$ cat config.mk
export PLATFORM = sky130hd
export DESIGN_NAME = prio_tree_enc
export DESIGN_NICKNAME = d
export VERILOG_FILES = /design/src/rtl/prio_tree_pkg.sv /design/src/rtl/pe_base_enc.sv /design/src/rtl/pe_combine.sv /design/src/rtl/pe_out_stage.sv /design/src/rtl/prio_tree_enc.sv
export SDC_FILE = /design/constraint.sdc
export NUM_CORES = 1
export LEC_CHECK = 0
export ABC_AREA = 1
export ABC_CLOCK_PERIOD_IN_PS = 800
export BUFFER_PORTS_ARGS = -buffer_cell sky130_fd_sc_hd__buf_2
export CORE_AREA = 8 8 45 47
export DETAILED_ROUTE_END_ITERATION = 10
export DIE_AREA = 0 0 53 55
export MAX_ROUTING_LAYER = met4
export PLACE_DENSITY_LB_ADDON = 0.1
export SLEW_MARGIN = 20
export SYNTH_ARGS = -nofsm -noshare
export SYNTH_HDL_FRONTEND = slang
export SYNTH_SLANG_ARGS = --single-unit
$ cat constraint.sdc
create_clock -name clk -period 0.8 [get_ports clk]
set_input_delay 0.16 -clock clk [delete_from_list [all_inputs] [get_ports clk]]
set_output_delay 0.16 -clock clk [all_outputs]
set_load 0.01 [all_outputs]
$ cat src/rtl/prio_tree_pkg.sv
package prio_tree_pkg;

  // Smallest L >= 1 with k**L >= n: the number of tree levels.
  function automatic int tree_levels(input int n, input int k);
    int  lv;
    longint span;
    lv   = 1;
    span = k;
    while (span < n) begin
      span = span * k;
      lv   = lv + 1;
    end
    return lv;
  endfunction

  // Integer power used for padded width and per-level node counts.
  function automatic int int_pow(input int base, input int expo);
    int acc;
    acc = 1;
    for (int e = 0; e < expo; e++) acc = acc * base;
    return acc;
  endfunction

endpackage

$ cat src/rtl/pe_base_enc.sv
// Leaf encoder: lowest bit position wins inside a K-bit slice.
module pe_base_enc #(
  parameter int K = 4,
  localparam int LK = $clog2(K)
) (
  input  logic [K-1:0]  bits_i,
  output logic          any_o,
  output logic [LK-1:0] pos_o
);
  always_comb begin
    pos_o = '0;
    for (int i = K - 1; i >= 0; i--) begin
      if (bits_i[i]) pos_o = i[LK-1:0];
    end
    any_o = |bits_i;
  end
endmodule

$ cat src/rtl/pe_combine.sv
// Join node: picks the first valid child and prefixes its number.
module pe_combine #(
  parameter int K  = 4,
  parameter int CW = 2,
  localparam int LK = $clog2(K)
) (
  input  logic [K-1:0]         cv_i,
  input  logic [K-1:0][CW-1:0] ci_i,
  output logic                 v_o,
  output logic [CW+LK-1:0]     idx_o
);
  logic [LK-1:0] sel_w;

  pe_base_enc #(.K(K)) u_pick (
    .bits_i (cv_i),
    .any_o  (v_o),
    .pos_o  (sel_w)
  );

  // An idle child carries position 0, so an idle join yields 0 as well.
  assign idx_o = {sel_w, ci_i[sel_w]};
endmodule

$ cat src/rtl/pe_out_stage.sv
// Optional register behind the tree root.
module pe_out_stage #(
  parameter int W   = 4,
  parameter bit REG = 1'b1
) (
  input  logic         clk,
  input  logic         rst_n,
  input  logic         v_d,
  input  logic [W-1:0] i_d,
  output logic         v_q,
  output logic [W-1:0] i_q
);
  if (REG) begin : g_reg
    always_ff @(posedge clk or negedge rst_n) begin
      if (!rst_n) begin
        v_q <= 1'b0;
        i_q <= '0;
      end else begin
        v_q <= v_d;
        i_q <= i_d;
      end
    end
  end else begin : g_wire
    assign v_q = v_d;
    assign i_q = i_d;
  end
endmodule

$ cat src/rtl/prio_tree_enc.sv
module prio_tree_enc
  import prio_tree_pkg::*;
#(
  parameter int N         = 16,
  parameter int K         = 4,
  parameter bit LSB_FIRST = 1'b0,
  parameter bit REG_OUT   = 1'b1,
  localparam int LK = $clog2(K),
  localparam int LV = tree_levels(N, K),
  localparam int IW = LV * LK
) (
  input  logic          clk,
  input  logic          rst_n,
  input  logic [N-1:0]  req_i,
  output logic          valid_o,
  output logic [IW-1:0] index_o
);
  localparam int NP = int_pow(K, LV);

  logic [NP-1:0] ord_w;     // priority-ordered, zero-padded requests
  logic          tree_v;    // root valid
  logic [IW-1:0] tree_idx;  // root position

  // Position 0 of ord_w is always the highest-priority request.
  for (genvar p = 0; p < NP; p++) begin : g_ord
    if (p >= N) begin : g_pad
      assign ord_w[p] = 1'b0;
    end else if (LSB_FIRST) begin : g_lsb
      assign ord_w[p] = req_i[p];
    end else begin : g_msb
      assign ord_w[p] = req_i[N-1-p];
    end
  end

  // Level j holds NP/K^(j+1) nodes, each with a (j+1)*LK bit position.
  for (genvar j = 0; j < LV; j++) begin : lvl
    localparam int CNT = NP / int_pow(K, j + 1);
    localparam int W   = (j + 1) * LK;
    logic [CNT-1:0]        nv;
    logic [CNT-1:0][W-1:0] ni;
    for (genvar g = 0; g < CNT; g++) begin : node
      if (j == 0) begin : g_leaf
        pe_base_enc #(.K(K)) u_leaf (
          .bits_i (ord_w[g*K +: K]),
          .any_o  (nv[g]),
          .pos_o  (ni[g])
        );
      end else begin : g_join
        pe_combine #(.K(K), .CW(W - LK)) u_join (
          .cv_i  (lvl[j-1].nv[g*K +: K]),
          .ci_i  (lvl[j-1].ni[g*K +: K]),
          .v_o   (nv[g]),
          .idx_o (ni[g])
        );
      end
    end
  end

  assign tree_v   = lvl[LV-1].nv[0];
  assign tree_idx = lvl[LV-1].ni[0];

  pe_out_stage #(.W(IW), .REG(REG_OUT)) u_out (
    .clk   (clk),
    .rst_n (rst_n),
    .v_d   (tree_v),
    .i_d   (tree_idx),
    .v_q   (valid_o),
    .i_q   (index_o)
  );
endmodule

Word-level counts from Yosys, hierarchy flattened:

Index checks and enable logic that the tools add are counted.
Widths: inputs -> output; s select.

* $lt $le $gt $ge: 1
* reductions and logical operators: 5
* muxes and demuxes: 22

Operators with widths (number)
* $mux 2: 21
* $reduce_or 16->1: 1
* $reduce_or 4->1: 4
* $bmux 2 s2: 1
* $lt 2x3->1 const B: 1

* word-level logic and storage cells: 30
* output and inout port bits: 5
* flip-flop bits (word level): 5

Depth between registers and ports, before layout:

Gate-level depths: netlist of the first run.

* depth in word-level cells: 7
* gate-level depth with buffers: 9
* mapped depth without buffers: 9

Modules after synthesis:

A second synthesis of the first run with hierarchy kept.

* cell total of the unflattened synthesis: 74
* area total of the unflattened synthesis: 451.7 um^2

Modules (own cells, without submodules)
* pe_base_enc: cells each 9, times used 5, area each 46.3 um^2, sequential area each 0.0 um^2
* pe_out_stage: cells each 5, times used 1, area each 125.1 um^2, sequential area each 125.1 um^2
* pe_combine: cells each 24, times used 1, area each 95.1 um^2, sequential area each 0.0 um^2

Least setup slack after synthesis of the first run:

OpenSTA, ideal clock, no wires.

* path type: input-to-reg
* start point: input port req_i[9]
* end point: register u_out.i_q[1]
* setup slack: -57 ps
* cell stages on the path: 7
* arrival: 737 ps
* setup time: 120 ps
* path through: nor2_1 and2_2 nand2_2 nand2_1 nand2_1 nand3_1 nand2_1

RTL lines
* start: declaration: RTL line prio_tree_enc.sv:14 `input logic [N-1:0] req_i,`
* end signal: assignment: RTL line pe_out_stage.sv:20 `i_q <= i_d;`
* end: declaration: RTL line pe_out_stage.sv:11 `output logic [W-1:0] i_q`

Worst setup path in the final report of the first run:

* start point: register u_out.i_q[0]
* end point: output port index_o[0]

RTL lines
* end: declaration: RTL line prio_tree_enc.sv:16 `output logic [IW-1:0] index_o`

No word-level cell between the ends.

==> results.txt, run 1 <==
In the final layout, the share of cells above drive strength 1 is 65.63%. In the synthesized netlist the dominant register cell turns out to be dfrtp_1. The count of final max-slew check failures is 0, and the final total power is 0.7925 mW. The first global-routing pass estimated 1669 µm of wire. The number of global-route vias before repair is 451. The power density over the cells was 1079 nW/µm².

In this run, synthesis produced a sequential element count of 5. The worst IR drop on VDD is 342.2 µV, and the remaining antenna violation count after routing is 0. Area share of the largest cell type after synthesis: 33.11%. The aggregate routed wire length was 1107 µm. The signal on the critical path passes through buf_2. The run finished, with violations left. Across all layers, the routed design uses 488 vias.

The initial utilization of the core area, before any placement, comes to 27.31%. The biggest fanout along the worst timing path was 1; the number of flops mapped to enable cells by yosys was 0. The clock drives 5 sinks.

The tools report the synthesized net count as 75. For this design the top-level I/O count stands at 23. The run gives 0.4027 nW as the leakage power total. From left edge to right edge, the die measures 53 µm. Max-cap violations in this run came to 0. The die outline area is 2915 µm². The total global routing overflow was 0. For hold timing, the worst endpoint is u_out.v_q.

The cell sitting at the root of the clock tree is a clkbuf_4. The number of optimization iterations in the first detailed-route pass is 2, and the summed instance area of the synthesized netlist is 377.9 µm². The number of antenna violations at the first check in global routing came out at 0. The clock passes through at most 2 buffers. Port buffering added 22 buffers. TritonCTS built the clock tree. Clock tree synthesis inserted a total of 3 buffers. The number of antenna diodes in the final layout is 0. In the synthesized netlist, the number of instances is 57. The core utilization of the finished layout is 53.07%, and the maximum number of pins on one net before global-route repair is 7.

The maximum clock frequency is 1115 MHz, and the detailed-route wire length per cell is 9.884 µm. The deepest level of the CTS H-tree is 1. For this run, design rule violations remaining after detail routing come to 0. After the first detailed-routing iteration, the DRC count stood at 3.

Detailed placement ended at an HPWL of 895 µm. Setup repair after global routing could not meet its margin everywhere. Clock-pin slew was measured on the worst setup and hold paths at 0.04 ns.

For the number of distinct library cell variants in the gate-level netlist after synthesis, the log shows 15. Before CTS, the worst setup slack after placement is -0.2534 ns. The number of synthesis warnings is 0, and the least setup slack across all paths after layout is -0.09719 ns. At the worst endpoint, the required time is 0.64 ns. The most used standard cell by instance count after synthesis is nand2_1.

The worst hold-check path type is primary input to flip-flop. Relative to the synthesized area, the layout overhead comes to 94.37%. The stage delay of the slowest cell on the critical path was 0.36 ns.

The worst endpoint data arrival time was 0.74 ns; the final weighted congestion of routability-driven global placement was 0.6440. Proportion of synthesized flip-flops having asynchronous set or reset: 100.0%. Start point of the worst min-delay path: req_i[14]. The sequential cell area fraction in the yosys report is 33.11%, and the area inside the core boundary is 1384 µm².

Dividing the final minimum period by the clock period gives 112.1%. For this run, the total global-route usage over all layers was measured as 7.810%. In the final design database the tool counted 115 nets. The worst setup path is captured at an output port.

The relative slew slack was 79.93%. Dividing the detail-routed via count by the number of cells gives 4.357. The checks that failed: negative setup slack. Time the final worst path needs with I/O delays and setup: 0.8972 ns. Setup violations remaining at the end of the flow were counted as 5. Yosys attributes the largest share of cell area to dfrtp_1 (33%), nand2_1 (11%), nand3_1 (9.3%), nor2_1 (8.9%), inv_1 (7.9%). Cell type with the largest total area after synthesis: dfrtp_1. The commonest cells after synthesis are nand2_1 (11), nor2_1 (9), inv_1 (8). The average instance in the mapped netlist occupies 6.629 µm². Summing all non-filler instances in the final layout gives an area of 734.5 µm². The floorplan has 14 rows. The setup path with the least slack is of type flip-flop to output port. At the pin with the least slew margin, the transition time is 0.3001 ns. Once placement finished, the instance area stood at 620.6 µm².

The worst hold path passes through 3 cells. Broken down by cell family, the worst path's largest delay share belongs to flip-flops. For the number of hold-slack violations in the final timing report, the log shows 0.

The tools report the sort of element at the start of the critical path as a flip-flop. The die is 55 µm tall. The total buffers and inverters traversed by the critical path came out at 1.

The cell at the slowest stage of the critical path was dfrtp_1.
worst min-delay path, cell delays in order:
cell	delay [ns]
buf_2	0.11
nor3_4	0.06
nand3_1	0.08
state kept, by name, summed over array words and instances, names as in the netlist:
signal     count
u_out.i_q      4
u_out.v_q      1
area by class of cell:
cell class	count	area, µm²
inverter	11	46.29
tap	16	20.02
clock buffer	4	26.28
timing repair buffer	35	235.2
fill	133	649.4
sequential	5	125.1
multi-input combinational	41	281.5
layout by cell type (no fill, tap or decap), drive strengths merged:
master       Yosys  layout
a21oi            1       1
nor2            10      10
o21ai            4       4
inv             11      11
dfrtp            5       5
and2             1       1
dlygate4sd3      0       1
nand3            7       7
nor3             3       3
o21bai           1       1
clkbuf           0       4
buf              0      34
nand2           14      14
per-layer routing:
| layer | global-route usage [%] | share of wire (%) |
|---|---|---|
| met5 | - | 0 |
| met4 | 5.172 | 2.3 |
| met3 | 1.604 | 6.8 |
| met2 | 12.70 | 52 |
| met1 | 8.475 | 38 |
metrics by stage:
stage	setup TNS (ns)	instances	hold slack, ns
after global placement	-0.9979	105	-0.02302
after detailed placement	-1.072	105	-0.02356
final	-0.4503	112	0.2105
after floorplan	-0.07015	57	-0.1356
after global routing	-0.6816	112	0.2332
after CTS	-0.5051	110	0.2172
report_power, final:
group	total, mW	internal [mW]	switching [mW]	leakage, nW
logic	0.233	0.121	0.113	0.326
registers	0.264	0.262	0.00229	0.0621
clock network	0.295	0.189	0.106	0.0150
cell families (layout without fill, tap and decap cells):
group                  count (synthesis)  after routing  synth area share [%]
AOI/OAI and AO/OA                      6              6                 8.609
buffers and inverters                 11             50                 10.93
DFF                                    5              5                 33.11
and+or+nand+nor                       35             35                 47.35
how the worst max path moves through the flow:
stage	slack, ns	end	start	cells after the start
after floorplan	-0.04	u_out.i_q[0]	req_i[3]	6
after global placement	-0.25	u_out.i_q[0]	req_i[9]	8
after detailed placement	-0.25	u_out.i_q[0]	req_i[9]	8
after CTS	-0.11	index_o[1]	u_out.i_q[1]	1
after global routing	-0.12	index_o[1]	u_out.i_q[1]	1
final	-0.1	index_o[0]	u_out.i_q[0]	1
repair_timing:
item,in CTS,in global routing
endpoints found under the hold margin,5,0
setup endpoints to repair,5,8
buffers inserted,0,2
gates resized for setup,0,17
pin swaps,0,5
hold buffers,1,0
Note: power is estimated with default switching activity, not from simulation.
==> inputs of run 2 (changes only) <==
RECOVER_POWER = 100   (was not set)
==> run 2 against run 1 <==
Effect of this change:
- the flow still finishes with violations (negative setup slack)
- wire length fell by 0.90%
- utilization fell by 0.72 points
- sequential power barely moved
- critical endpoint unchanged
- largest cell class unchanged
==> results.txt, run 2 (synthesis gave the netlist of run 1 again) <==
The run gives 724.4 µm² (-1.4%) as the post-route standard cell area excluding fillers. The slew of the pin with the lowest slew margin works out to 0.2807 ns (-0.01935 ns). The least setup slack across all paths after layout is -0.09709 ns (+0.0001032 ns). For the sink count of the clock tree, the log shows 5 (unchanged). The relative slew slack came out at 81.22% (+1.3 points). The largest registers in the layout are u_out.i_q (4), u_out.v_q (1). The register clock-pin slew on the reported worst setup and hold paths is 0.04 ns (about the same). The path class of the tightest hold or removal check is primary input to flip-flop. The tools report the worst setup path endpoint as index_o[0]. The cell sitting at the root of the clock tree is a clkbuf_4. The library cell used most frequently in the layout, excluding fill and tap cells, is buf_2. In the layout the commonest cells are buf_2 (17), buf_4 (12), nand2_1 (6). For the endpoint required time on the critical path, the log shows 0.64 ns (about the same). Stage delay of the slowest cell on the critical path: 0.36 ns (about the same).

The via density per instance came out at 4.366 (+0.20%). The switching portion of total power is 27.73% (-0.20 points), and the total CTS buffers is 3 (unchanged). The die boundary height works out to 55 µm (unchanged). The detailed-route wire length per cell works out to 9.795 µm (-0.90%). The run gives 451 (unchanged) as the number of global-route vias before repair. The share of the cycle needed by the critical path after routing is 112.1% (about the same), and the number of DRC markers after the initial detailed-route iteration is 3 (unchanged).

The sort of element at the start of the critical path is a flip-flop. The quantity of I/O buffers inserted on ports works out to 22 (unchanged). The worst setup path startpoint is u_out.i_q[0].

For the worst hold slack after final layout, the log shows 0.2116 ns (+0.001142 ns). The tools report the number of antenna violations at the first check in global routing as 0 (unchanged). The critical path goes through buf_2.

The sum of negative setup slack is -0.4647 ns (-0.01436 ns). The tools report the number of hold-slack violations in the final timing report as 0 (unchanged). For the number of standard-cell rows in the floorplan, the log shows 14 (unchanged). The all-layer global routing usage is 7.810% (unchanged), and the die width is 53 µm (unchanged).

The total buffers and inverters traversed by the critical path came out at 1 (unchanged). Total of max-cap violations: 0 (unchanged). The total global routing overflow is 0 (unchanged). More flip-flops sit in one register than any other, and that register is u_out.i_q. The logs give 7 (unchanged) for the maximum number of pins on one net before global-route repair and 0.5699 mW (-0.22%) for the internal power consumption.

The run gives 0.6440 (unchanged) as the final weighted congestion of routability-driven global placement. The logs give 2915 µm² (unchanged) for the die outline area and 620.6 µm² (unchanged) for the post-detailed-placement cell area. The net count of the finished layout was 115 (unchanged).

The combinational group share of total power is 29.1% (-0.4 points). The power spent charging and discharging nets was 0.2187 mW (-1.2%); the maximum clock path buffer count was 2 (unchanged). The worst IR drop on VDD is 340.1 µV (-0.63%). Category of the worst setup path capture point: an output port. The flow ran to the end, but the final reports show violations. For the initial core utilization, the log shows 27.31% (unchanged). The tools report the number of filler cells placed in the layout as 136 (+2.3%). Setup repair after global routing could not meet its margin everywhere. The fraction of layout instances using a drive strength above 1 came out at 63.54% (-2.1 points).

In this run the most critical hold path is launched from req_i[14]. The maximum clock frequency was 1115 MHz (about the same); the count of endpoints failing setup in the final report was 6 (+1). Time the final worst path needs with I/O delays and setup: 0.8971 ns (-0.0001032 ns). The checks that failed: negative setup slack. The tools report the count of antenna diodes in the layout as 0 (unchanged). The area inside the core boundary was 1384 µm² (unchanged); the portion of total power attributed to sequential cells was 33.5% (+0.2 points). The tools report the worst endpoint data arrival time as 0.74 ns (about the same). The cell family contributing the most delay on the critical path is flip-flops.

The tools report the remaining antenna violation count after routing as 0 (unchanged). The number of primary I/O pins is 23 (unchanged), and the leakage power total is 0.3901 nW (-3.1%). The power density over the cells is 1089 nW/µm² (+0.88%). The area growth from synthesis to layout was 91.72%. The flip-flop count of the largest register, all copies and words added is 4 (unchanged).

The number of design rule violations left after detail routing is 0 (unchanged), and the core utilization of the finished layout is 52.35% (-0.72 points). The HPWL after detailed placement was 895 µm (unchanged). The tools report the total vias in the final route as 489 (+0.20%).

The aggregate routed wire length is 1097 µm (-0.90%). The biggest fanout along the worst timing path came out at 1 (unchanged). The critical path in this run is classified as flip-flop to output port. Among all stages on the critical path, the largest delay is contributed by dfrtp_1. The instance count on the critical path works out to 1 (unchanged).

The final total power came out at 0.7886 mW (-0.49%). TritonCTS built the clock tree. The wire length of the first global-routing pass is 1669 µm (unchanged). The logs give 0 (unchanged) for the count of final max-slew check failures and 37.5% (+0.3 points) for the clock network fraction of total power. The run gives 2 (unchanged) as the number of optimization iterations in the first detailed-route pass. The tools report the deepest level of the CTS H-tree as 1 (unchanged).
run 2: metrics by stage:
| stage | cells | worst slack, ns |
|---|---|---|
| final | 112 | -0.09709 |
| after global routing | 112 | -0.1219 |
| after CTS | 110 | -0.1091 |
| after detailed placement | 105 | -0.2534 |
| after global placement | 105 | -0.2468 |
| after floorplan | 57 | -0.03520 |
run 2: cell type report:
type,instances,area [µm²],share of cell area [%]
multi-input combinational,41,272.8,37.65
timing repair buffer,35,234.0,32.30
sequential,5,125.1,17.27
inverter,11,46.29,6.390
clock buffer,4,26.28,3.627
tap,16,20.02,2.763
run 2: timing repair:
item                       4_1_cts  5_1_grt
hold buffers                     1        0
hold endpoints to repair         5        0
buffers inserted                 0        2
pin swaps                        0        5
setup endpoints to repair        5        8
resized for setup                0       17
run 2: power groups by stage:
stage	Combinational, mW	Clock (mW)	Sequential, mW
2_1_floorplan	0.0772	0	0.272
6_report	0.229	0.295	0.264
5_1_grt	0.254	0.315	0.264
3_5_place_dp	0.195	0	0.268
3_3_place_gp	0.193	0	0.267
4_1_cts	0.199	0.302	0.264
run 2: worst min-delay path by stage:
stage | slack, ns | to | depth (start not counted)
after floorplan | -0.14 | u_out.i_q[0] | 0
after global placement | -0.02 | u_out.v_q | 1
final | 0.21 | u_out.v_q | 3
after CTS | 0.22 | u_out.v_q | 3
after global routing | 0.23 | u_out.v_q | 3
after detailed placement | -0.02 | u_out.i_q[2] | 1
run 2: metal layers:
metal,GRT usage [%],vias up,wire length [µm]
li1,-,255,-
met1,8.475,213,424
met2,12.70,17,572
met3,1.604,4,75
met4,5.172,0,25
met5,-,-,0
